$ cat config.mk
export PLATFORM = sky130hd
export DESIGN_NAME = secirq_agg
export DESIGN_NICKNAME = d
export VERILOG_FILES = /design/src/rtl/secirq_pkg.sv /design/src/rtl/secirq_ppc_gather.sv /design/src/rtl/secirq_ppc_scatter.sv /design/src/rtl/secirq_regs.sv /design/src/rtl/secirq_agg.sv
export SDC_FILE = /design/constraint.sdc
export NUM_CORES = 1
export LEC_CHECK = 0
export ABC_AREA = 0
export BUFFER_PORTS_ARGS = -buffer_cell sky130_fd_sc_hd__buf_4
export CAP_MARGIN = 10
export CORE_MARGIN = 1
export CORE_UTILIZATION = 48
export CTS_BUF_LIST = sky130_fd_sc_hd__clkbuf_8
export DETAILED_ROUTE_END_ITERATION = 8
export GPL_ROUTABILITY_DRIVEN = 1
export PLACE_DENSITY = 0.88
export SYNTH_ARGS = -nofsm -noshare
export SYNTH_HDL_FRONTEND = slang
export SYNTH_SLANG_ARGS = --single-unit
$ cat constraint.sdc
create_clock -name clk -period 2.1 [get_ports clk]
set_clock_uncertainty 0.15 [all_clocks]
set_input_delay 0.105 -clock clk [delete_from_list [all_inputs] [get_ports clk]]
set_output_delay 0.105 -clock clk [all_outputs]
set_load 0.01 [all_outputs]
$ cat src/rtl/secirq_pkg.sv
package secirq_pkg;
  localparam logic [11:0] OFS_MPC_STAT = 12'h01C;
  localparam logic [11:0] OFS_PPC_STAT = 12'h020;
  localparam logic [11:0] OFS_PPC_CLR  = 12'h024;
  localparam logic [11:0] OFS_PPC_EN   = 12'h028;
  localparam logic [11:0] OFS_BRG_STAT = 12'h040;
  localparam logic [11:0] OFS_BRG_EN   = 12'h048;

  localparam logic [31:0] BRG_EN_MASK  = 32'hFFFF_0000;
  localparam int unsigned APBX_BASE    = 4;
  localparam int unsigned AHBX_BASE    = 20;
  localparam int unsigned MPCX_BASE    = 16;

  // Bit position in the shared word for controller k (internal, APB exp, AHB exp)
  function automatic logic [4:0] ppc_pos(input int unsigned k, input int unsigned n_apbx);
    int unsigned p;
    if (k < 2) p = k;
    else if (k < 2 + n_apbx) p = APBX_BASE + (k - 2);
    else p = AHBX_BASE + (k - 2 - n_apbx);
    return 5'(p);
  endfunction

  function automatic logic [31:0] ppc_mask(input int unsigned n_apbx, input int unsigned n_ahbx);
    logic [31:0] m;
    m = '0;
    for (int unsigned k = 0; k < 2 + n_apbx + n_ahbx; k++) m[ppc_pos(k, n_apbx)] = 1'b1;
    return m;
  endfunction
endpackage

$ cat src/rtl/secirq_ppc_gather.sv
module secirq_ppc_gather
  import secirq_pkg::*;
#(
  parameter int unsigned N_APBX = 4,
  parameter int unsigned N_AHBX = 4,
  localparam int unsigned NPPC = 2 + N_APBX + N_AHBX
) (
  input  logic [NPPC-1:0] lines,
  output logic [31:0]     word
);
  always_comb begin
    word = '0;
    for (int unsigned k = 0; k < NPPC; k++) word[ppc_pos(k, N_APBX)] = lines[k];
  end
endmodule

$ cat src/rtl/secirq_ppc_scatter.sv
module secirq_ppc_scatter
  import secirq_pkg::*;
#(
  parameter int unsigned N_APBX = 4,
  parameter int unsigned N_AHBX = 4,
  localparam int unsigned NPPC = 2 + N_APBX + N_AHBX
) (
  input  logic [31:0]     word,
  output logic [NPPC-1:0] lines
);
  for (genvar k = 0; k < NPPC; k++) begin : g_line
    assign lines[k] = word[ppc_pos(k, N_APBX)];
  end
endmodule

$ cat src/rtl/secirq_regs.sv
module secirq_regs
  import secirq_pkg::*;
#(
  parameter int unsigned N_APBX = 4,
  parameter int unsigned N_AHBX = 4
) (
  input  logic        clk,
  input  logic        rst_n,
  input  logic        reg_wr,
  input  logic        reg_word,
  input  logic [11:0] reg_addr,
  input  logic [31:0] reg_wdata,
  input  logic [31:0] ppc_word,
  input  logic [31:0] mpc_word,
  output logic [31:0] reg_rdata,
  output logic [31:0] en_word,
  output logic [31:0] clr_word,
  output logic        en_wr_evt,
  output logic        clr_wr_evt
);
  localparam logic [31:0] EN_MASK = ppc_mask(N_APBX, N_AHBX);

  logic        wr_ok;
  logic        brg_wr_evt;
  logic [31:0] en_q, brg_q, clr_q;

  assign wr_ok      = reg_wr && reg_word;
  assign en_wr_evt  = wr_ok && (reg_addr == OFS_PPC_EN);
  assign clr_wr_evt = wr_ok && (reg_addr == OFS_PPC_CLR);
  assign brg_wr_evt = wr_ok && (reg_addr == OFS_BRG_EN);

  always_ff @(posedge clk or negedge rst_n) begin
    if (!rst_n) begin
      en_q  <= '0;
      brg_q <= '0;
      clr_q <= '0;
    end else begin
      if (en_wr_evt)  en_q  <= reg_wdata & EN_MASK;
      if (brg_wr_evt) brg_q <= reg_wdata & BRG_EN_MASK;
      clr_q <= clr_wr_evt ? (reg_wdata & EN_MASK) : '0;
    end
  end

  always_comb begin
    unique case (reg_addr)
      OFS_MPC_STAT: reg_rdata = mpc_word;
      OFS_PPC_STAT: reg_rdata = ppc_word;
      OFS_PPC_EN:   reg_rdata = en_q;
      OFS_BRG_EN:   reg_rdata = brg_q;
      default:      reg_rdata = '0;
    endcase
  end

  assign en_word  = en_q;
  assign clr_word = clr_q;
endmodule

$ cat src/rtl/secirq_agg.sv
module secirq_agg
  import secirq_pkg::*;
#(
  parameter int unsigned N_APBX = 4,
  parameter int unsigned N_AHBX = 4,
  parameter int unsigned N_MPCX = 4,
  localparam int unsigned NPPC = 2 + N_APBX + N_AHBX
) (
  input  logic              clk,
  input  logic              rst_n,
  input  logic              reg_wr,
  input  logic              reg_word,
  input  logic [11:0]       reg_addr,
  input  logic [31:0]       reg_wdata,
  output logic [31:0]       reg_rdata,
  input  logic [NPPC-1:0]   ppc_stat,
  input  logic              mpc_stat_int,
  input  logic [N_MPCX-1:0] mpc_stat_exp,
  output logic [NPPC-1:0]   ppc_irq_en,
  output logic [NPPC-1:0]   ppc_irq_clr
);
  logic [31:0] ppc_word, mpc_word, en_word, clr_word;
  logic        en_wr_evt, clr_wr_evt;

  always_comb begin
    mpc_word    = '0;
    mpc_word[0] = mpc_stat_int;
    for (int unsigned n = 0; n < N_MPCX; n++) mpc_word[MPCX_BASE + n] = mpc_stat_exp[n];
  end

  secirq_ppc_gather #(.N_APBX(N_APBX), .N_AHBX(N_AHBX)) u_gather (
    .lines(ppc_stat), .word(ppc_word)
  );

  secirq_regs #(.N_APBX(N_APBX), .N_AHBX(N_AHBX)) u_regs (
    .clk(clk), .rst_n(rst_n), .reg_wr(reg_wr), .reg_word(reg_word),
    .reg_addr(reg_addr), .reg_wdata(reg_wdata), .ppc_word(ppc_word),
    .mpc_word(mpc_word), .reg_rdata(reg_rdata), .en_word(en_word),
    .clr_word(clr_word), .en_wr_evt(en_wr_evt), .clr_wr_evt(clr_wr_evt)
  );

  secirq_ppc_scatter #(.N_APBX(N_APBX), .N_AHBX(N_AHBX)) u_en_fan (
    .word(en_word), .lines(ppc_irq_en)
  );

  secirq_ppc_scatter #(.N_APBX(N_APBX), .N_AHBX(N_AHBX)) u_clr_fan (
    .word(clr_word), .lines(ppc_irq_clr)
  );
endmodule

==> metrics.yaml, run 1 <==
grt_busiest_layer: "met2"
timing.final.ws_setup_ns: 0.386
drive_gt1_frac: 0.509
fmax_mhz: 584
maxCapViolCount: 0
drv_slew: 0
comb_power_share: 0.137
dp_slack_ns: 0.275
cts_tree: "built"
period_minus_slack_ns: 1.71
rows: 22
leakagePower_nw: 1.58
diodes: 0
drtPass1Iterations: 4
hold_violations: 0
power.switching_uw: 313
use_met3: 0.0687
cts.repair.resized: 0
max_slew_margin: 0.667
hold_class: "in2async"
p_int_mw: 1.06
syn_avg_cell_area_sq_um: 12.1
portBuffers: 94
final_util: 0.785
ys_seq_area_frac: 0.473
fin_crit_sh: 0.816
arrival_ns: 1.46
via_per_inst: 5.07
cts_hold_buffers: 23
fin_area_sq_um: 2940
final_cells: 327
path_class: "in2out"
ios: 115
cp_max_fo: 16
chipHeight_microns: 65.0
place_hpwl_microns: 3270
die_w_microns: 65.0
ys_types: 29
setup_viol: 0
ys_warn_count: 0
place_congestion: 0.809
grt_max_degree: 37
grt_use_total: 0.248
dr.first_iter.drc_count: 80
coreArea_sq_um: 3740
rsz0062_at_grt: "false"
p_seq_frac: 0.505
dp_cells: 296
avgRoutedWirePerCell_microns: 15.0
grt.met2_usage: 0.448
grt.met1_usage: 0.283
synthCells: 157
powerDensity_nw_per_um2: 468
htreeDepth: 2
cp.required_ns: 1.85
drt_drc_violations_left: 0
antenna_left: 0
post-cts-setup-buffers: 0
worst_pin_slew_ns: 0.497
syn_area_sq_um: 1900
r2r_slack_ns: 1.14
syn2layout_area_growth_pct: 54.3
cts-root-buf: "clkbuf_8"
initial_utilization: 0.509
clk_pin_slew_ns: 0.07
crit_path_start_kind: "input port"
ys_ff_latch: 36
clockBufferDepth: 2
cp-end-kind: "output port"
p_clk_frac: 0.358
p_sw_frac: 0.228
antenna_found_initial: 0
ir_drop_uv: 428
vias: 1659
status: "finished, final reports clean"
total_power_mw: 1.38
die_area_sq_um: 4220
hold-worst-slack_ns: 0.164
setup_tns_ns: 0
wirelength_microns: 4900
clk_latency_ns: 0.28
grt_pass1_wl_microns: 7850
placed_cell_area_sq_um: 2620
grt_pass1_vias: 1708
cts_made_buffers: 5
grt_overflow_total: 0
cts.sinks: 36
layout.nets: 341
## path summary, 6_finish.rpt
path	from	to	cells past startpoint
min in group clk	reg_addr[11]	u_regs.clr_word[1]	5
worst max register to register	u_regs.en_word[1]	u_regs.en_word[1]	1
worst min-delay path	rst_n	u_regs.clr_word[0]	2
worst min register to register	u_regs.brg_q[29]	u_regs.brg_q[29]	1
worst max-delay path	reg_addr[2]	reg_rdata[21]	6
max in group asynchronous	rst_n	u_regs.brg_q[31]	2
## sequential cells by signal (all words and copies together) (netlist names)
register	flops
u_regs.clr_word	10
u_regs.brg_q	16
u_regs.en_word	10
## layer usage
metal  share of wire  up-vias
met5               0        -
met4          0.0047        0
met3           0.068        4
met2            0.53       73
met1            0.40      811
li1                -      771
## power by group through the flow
| stage | combinational, mW | clock, mW | sequential [mW] |
|---|---|---|---|
| floorplan | 0.0583 | 0 | 0.708 |
| global placement | 0.149 | 0 | 0.708 |
| detailed placement | 0.153 | 0 | 0.708 |
| CTS | 0.188 | 0.496 | 0.695 |
| global route | 0.205 | 0.534 | 0.695 |
| finish | 0.189 | 0.492 | 0.695 |
## critical path, stage by stage
cell and delay [ns]:
buf_4 0.13, nor3_4 0.45, and4_1 0.27, buf_4 0.20, o2bb2ai_1 0.15, buf_4 0.15
## layout make-up
class                      instances  area, sq um
timing repair buffer             120          958
sequential                        36          901
multi-input combinational        105          892
fill                             273          805
clock buffer                       6         82.6
tap                               48         60.1
inverter                          10         37.5
clock inverter                     2         7.51
## cells by family after synthesis
group,count (synthesis),share of synthesized area
buffers and inverters,25,0.0762
and+or+nand+nor,50,0.179
other,1,0.00197
muxes,36,0.229
DFF,36,0.473
AOI/OAI and AO/OA,9,0.0401
## synthesized netlist by cell type
| cell type | number | area share |
|---|---|---|
| nor3_1 | 10 | 0.026 |
| and4_1 | 1 | 0.0046 |
| buf_6 | 1 | 0.0059 |
| nor3b_2 | 1 | 0.0066 |
| and4bb_2 | 2 | 0.013 |
| dfrtp_1 | 36 | 0.47 |
| clkbuf_1 | 1 | 0.0020 |
| nand3_1 | 6 | 0.016 |
| mux2_2 | 21 | 0.12 |
| nor4b_2 | 1 | 0.0079 |
| nand4_4 | 1 | 0.011 |
| and4b_1 | 1 | 0.0053 |
| nor2_1 | 6 | 0.012 |
| nand2_1 | 6 | 0.012 |
| nor3b_1 | 1 | 0.0039 |
| nand4_2 | 1 | 0.0066 |
| inv_1 | 10 | 0.020 |
| nand4b_1 | 1 | 0.0046 |
| buf_2 | 2 | 0.0053 |
| o2bb2ai_1 | 8 | 0.037 |
| and2_1 | 8 | 0.026 |
| o22ai_1 | 1 | 0.0033 |
| nor2b_1 | 1 | 0.0033 |
| nor3_4 | 2 | 0.017 |
| nand4_1 | 1 | 0.0033 |
| conb_1 | 1 | 0.0020 |
| buf_4 | 11 | 0.043 |
| mux2i_1 | 5 | 0.026 |
| mux2_4 | 10 | 0.079 |
## placed cells by master (no fill, tap or decap), types with 8 or more instances in the layout
cell type	n
conb_1	10
o2bb2ai_1	8
inv_1	12
dlygate4sd3_1	23
mux2_4	10
mux2_2	21
dfrtp_1	36
nor3_1	10
buf_4	97
and2_1	8
No activity file was read; power rests on OpenSTA's default activity.
==> run 2: changes to the inputs <==
Settings changed: CORE_UTILIZATION 48 to 40, PLACE_DENSITY 0.88 to 0.78.
Clock period 2.1 ns to 1.4 ns, I/O delays scaled along.
==> metrics.yaml, run 2 (synthesis gave the netlist of run 1 again) <==
hold_end: "u_regs.clr_word[6]"
path_class: "reg2out"
violations: "DRC, setup timing"
ios: 115  # unchanged
maxCapViolCount: 0  # unchanged
leakagePower_nw: 1.76  # +12%
wirelength_microns: 4940  # +0.75%
initial_utilization: 0.426  # -0.0831
arrival_ns: 1.19  # -0.27 ns
cp-end-kind: "output port"
cts.sinks: 36  # unchanged
r2r_slack_ns: 0.24  # -0.90 ns
place_hpwl_microns: 3320  # +1.6%
hold_depth: 4
fin_area_sq_um: 3250  # +11%
multi_input_area_sq_um: 963  # +8.0%
drive_gt1_frac: 0.590  # +0.0812
portBuffers: 94  # unchanged
ir_drop_uv: 417  # -2.5%
comb_power_share: 0.151  # +0.014
vias: 1739  # +4.8%
crit_path_start_kind: "register"
die_area_sq_um: 5040  # +19%
setup_viol: 3  # +3
avgRoutedWirePerCell_microns: 13.8  # -7.7%
hold_class: "in2reg"
antenna_found_initial: 0  # unchanged
final_util: 0.726  # -0.0589
cp_max_fo: 2  # -14
p_int_mw: 1.62  # +52%
clk_latency_ns: 0.28  # about the same
syn2layout_area_growth_pct: 70.6
p_sw_frac: 0.227  # -0.000941
cp.required_ns: 1.18  # -0.67 ns
rr_worst_depth: 3  # +2
chipHeight_microns: 71  # +9.3%
nFillCells: 308  # +13%
coreArea_sq_um: 4470  # +20%
dr.first_iter.drc_count: 68  # -15%
setup_tns_ns: -0.0200  # -0.0200 ns
r2r_end: "u_regs.en_word[22]"
clockBufferDepth: 2  # unchanged
cts_tree: "built"
worstReg2RegStart: "u_regs.en_word[22]"
timing.final.ws_setup_ns: -0.0111  # -0.397 ns
dp_cells: 315  # +6.4%
diodes: 0  # unchanged
largest_reg_flops: 16  # unchanged
die_w_microns: 71  # +9.3%
clk_pin_slew_ns: 0.07  # about the same
seq_area_sq_um: 901  # unchanged
min_from: "reg_word"
grt_overflow_total: 0  # unchanged
grt_pass1_vias: 1756  # +2.8%
layout.nets: 367  # +7.6%
cts_made_buffers: 5  # unchanged
powerDensity_nw_per_um2: 644  # +38%
period_minus_slack_ns: 1.41
cts-root-buf: "clkbuf_8"
hold-worst-slack_ns: 0.0995  # -0.0646 ns
grt_max_degree: 37  # unchanged
grt_use_total: 0.203  # -0.0455
layout_commonest_cell: "buf_4"
antenna_left: 0  # unchanged
regMostFlops: "u_regs.brg_q"
grt_pass1_wl_microns: 7890  # +0.52%
rsz0062_at_grt: "true"
drtPass1Iterations: 6  # +2
status: "complete, but fails checks"
p_clk_frac: 0.351  # -0.007
layout_common_cells: "buf_4, dfrtp_1, dlygate4sd3_1"
p_seq_frac: 0.498  # -0.007
placed_cell_area_sq_um: 2750  # +5.0%
drv_slew: 0  # unchanged
via_per_inst: 4.87  # -4.0%
drt_drc_violations_left: 9  # +9
rows: 24  # +9.1%
power.switching_uw: 475  # +52%
hold_violations: 0  # unchanged
final_cells: 357  # +9.2%
fin_crit_sh: 1.01
htreeDepth: 2  # unchanged
place_congestion: 0.776  # -4.1%
fmax_mhz: 709
## run 2: cell count changes in the layout (fill, tap and decap cells not counted), moves of 3 or more
cell / before / now
buf_4: 97 / 116
buf_6: 0 / 5
mux2_2: 21 / 16
mux2_4: 10 / 15
nand2_1: 6 / 1
nand2_2: 0 / 5
o2bb2ai_1: 8 / 5
o2bb2ai_2: 0 / 3
## run 2: area by class of cell
| cell class | count | share of cell area |
|---|---|---|
| Inverter | 10 | 0.0116 |
| Timing Repair Buffer | 146 | 0.367 |
| Tap cell | 52 | 0.0200 |
| Sequential cell | 36 | 0.277 |
| Multi-Input combinational cell | 105 | 0.296 |
| Clock buffer | 6 | 0.0254 |
| Clock inverter | 2 | 0.00231 |
## run 2: how the worst max path moves through the flow
stage                      start          endpoint  slack [ns]
2_1_floorplan        reg_addr[2]  u_regs.brg_q[19]        0.05
3_3_place_gp         reg_addr[9]     reg_rdata[21]       -0.04
3_5_place_dp         reg_addr[9]  u_regs.brg_q[22]       -0.06
4_1_cts        u_regs.en_word[0]      reg_rdata[0]       -0.02
5_1_grt        u_regs.en_word[0]      reg_rdata[0]       -0.06
6_report       u_regs.en_word[0]      reg_rdata[0]       -0.01
## run 2: what timing repair did
action,4_1_cts,5_1_grt
pin swaps,10,9
gates resized for setup,6,19
hold endpoints to repair,72,0
hold buffers,23,0
setup buffers,8,3
endpoints found under the setup margin,22,22
## run 2: worst max-delay path, stage by stage, from the launching register on
cell	delay, ns
dfrtp_1	0.38
mux2_4	0.26
nand2_2	0.05
o22ai_1	0.06
buf_4	0.15
## run 2: stage by stage
stage          setup WS [ns]  total power, mW
4_1_cts              -0.0181             2.10
2_1_floorplan         0.0540             1.15
5_1_grt              -0.0607             2.19
3_3_place_gp         -0.0436             1.30
3_5_place_dp         -0.0577             1.30
6_report             -0.0111             2.09
## run 2: power by group through the flow
stage	Clock (mW)	Sequential [mW]	Combinational, mW
CTS	0.756	1.04	0.304
global placement	0	1.06	0.236
floorplan	0	1.06	0.0874
finish	0.735	1.04	0.316
detailed placement	0	1.06	0.241
global route	0.808	1.04	0.343
## run 2: per-layer routing
layer  vias up  part of all wire  global-route usage
li1        830                 -                   -
met1       837              0.38               0.223
met2        65              0.54               0.384
met3         7             0.065              0.0527
met4         0            0.0095              0.0556
met5         -                 0                   0
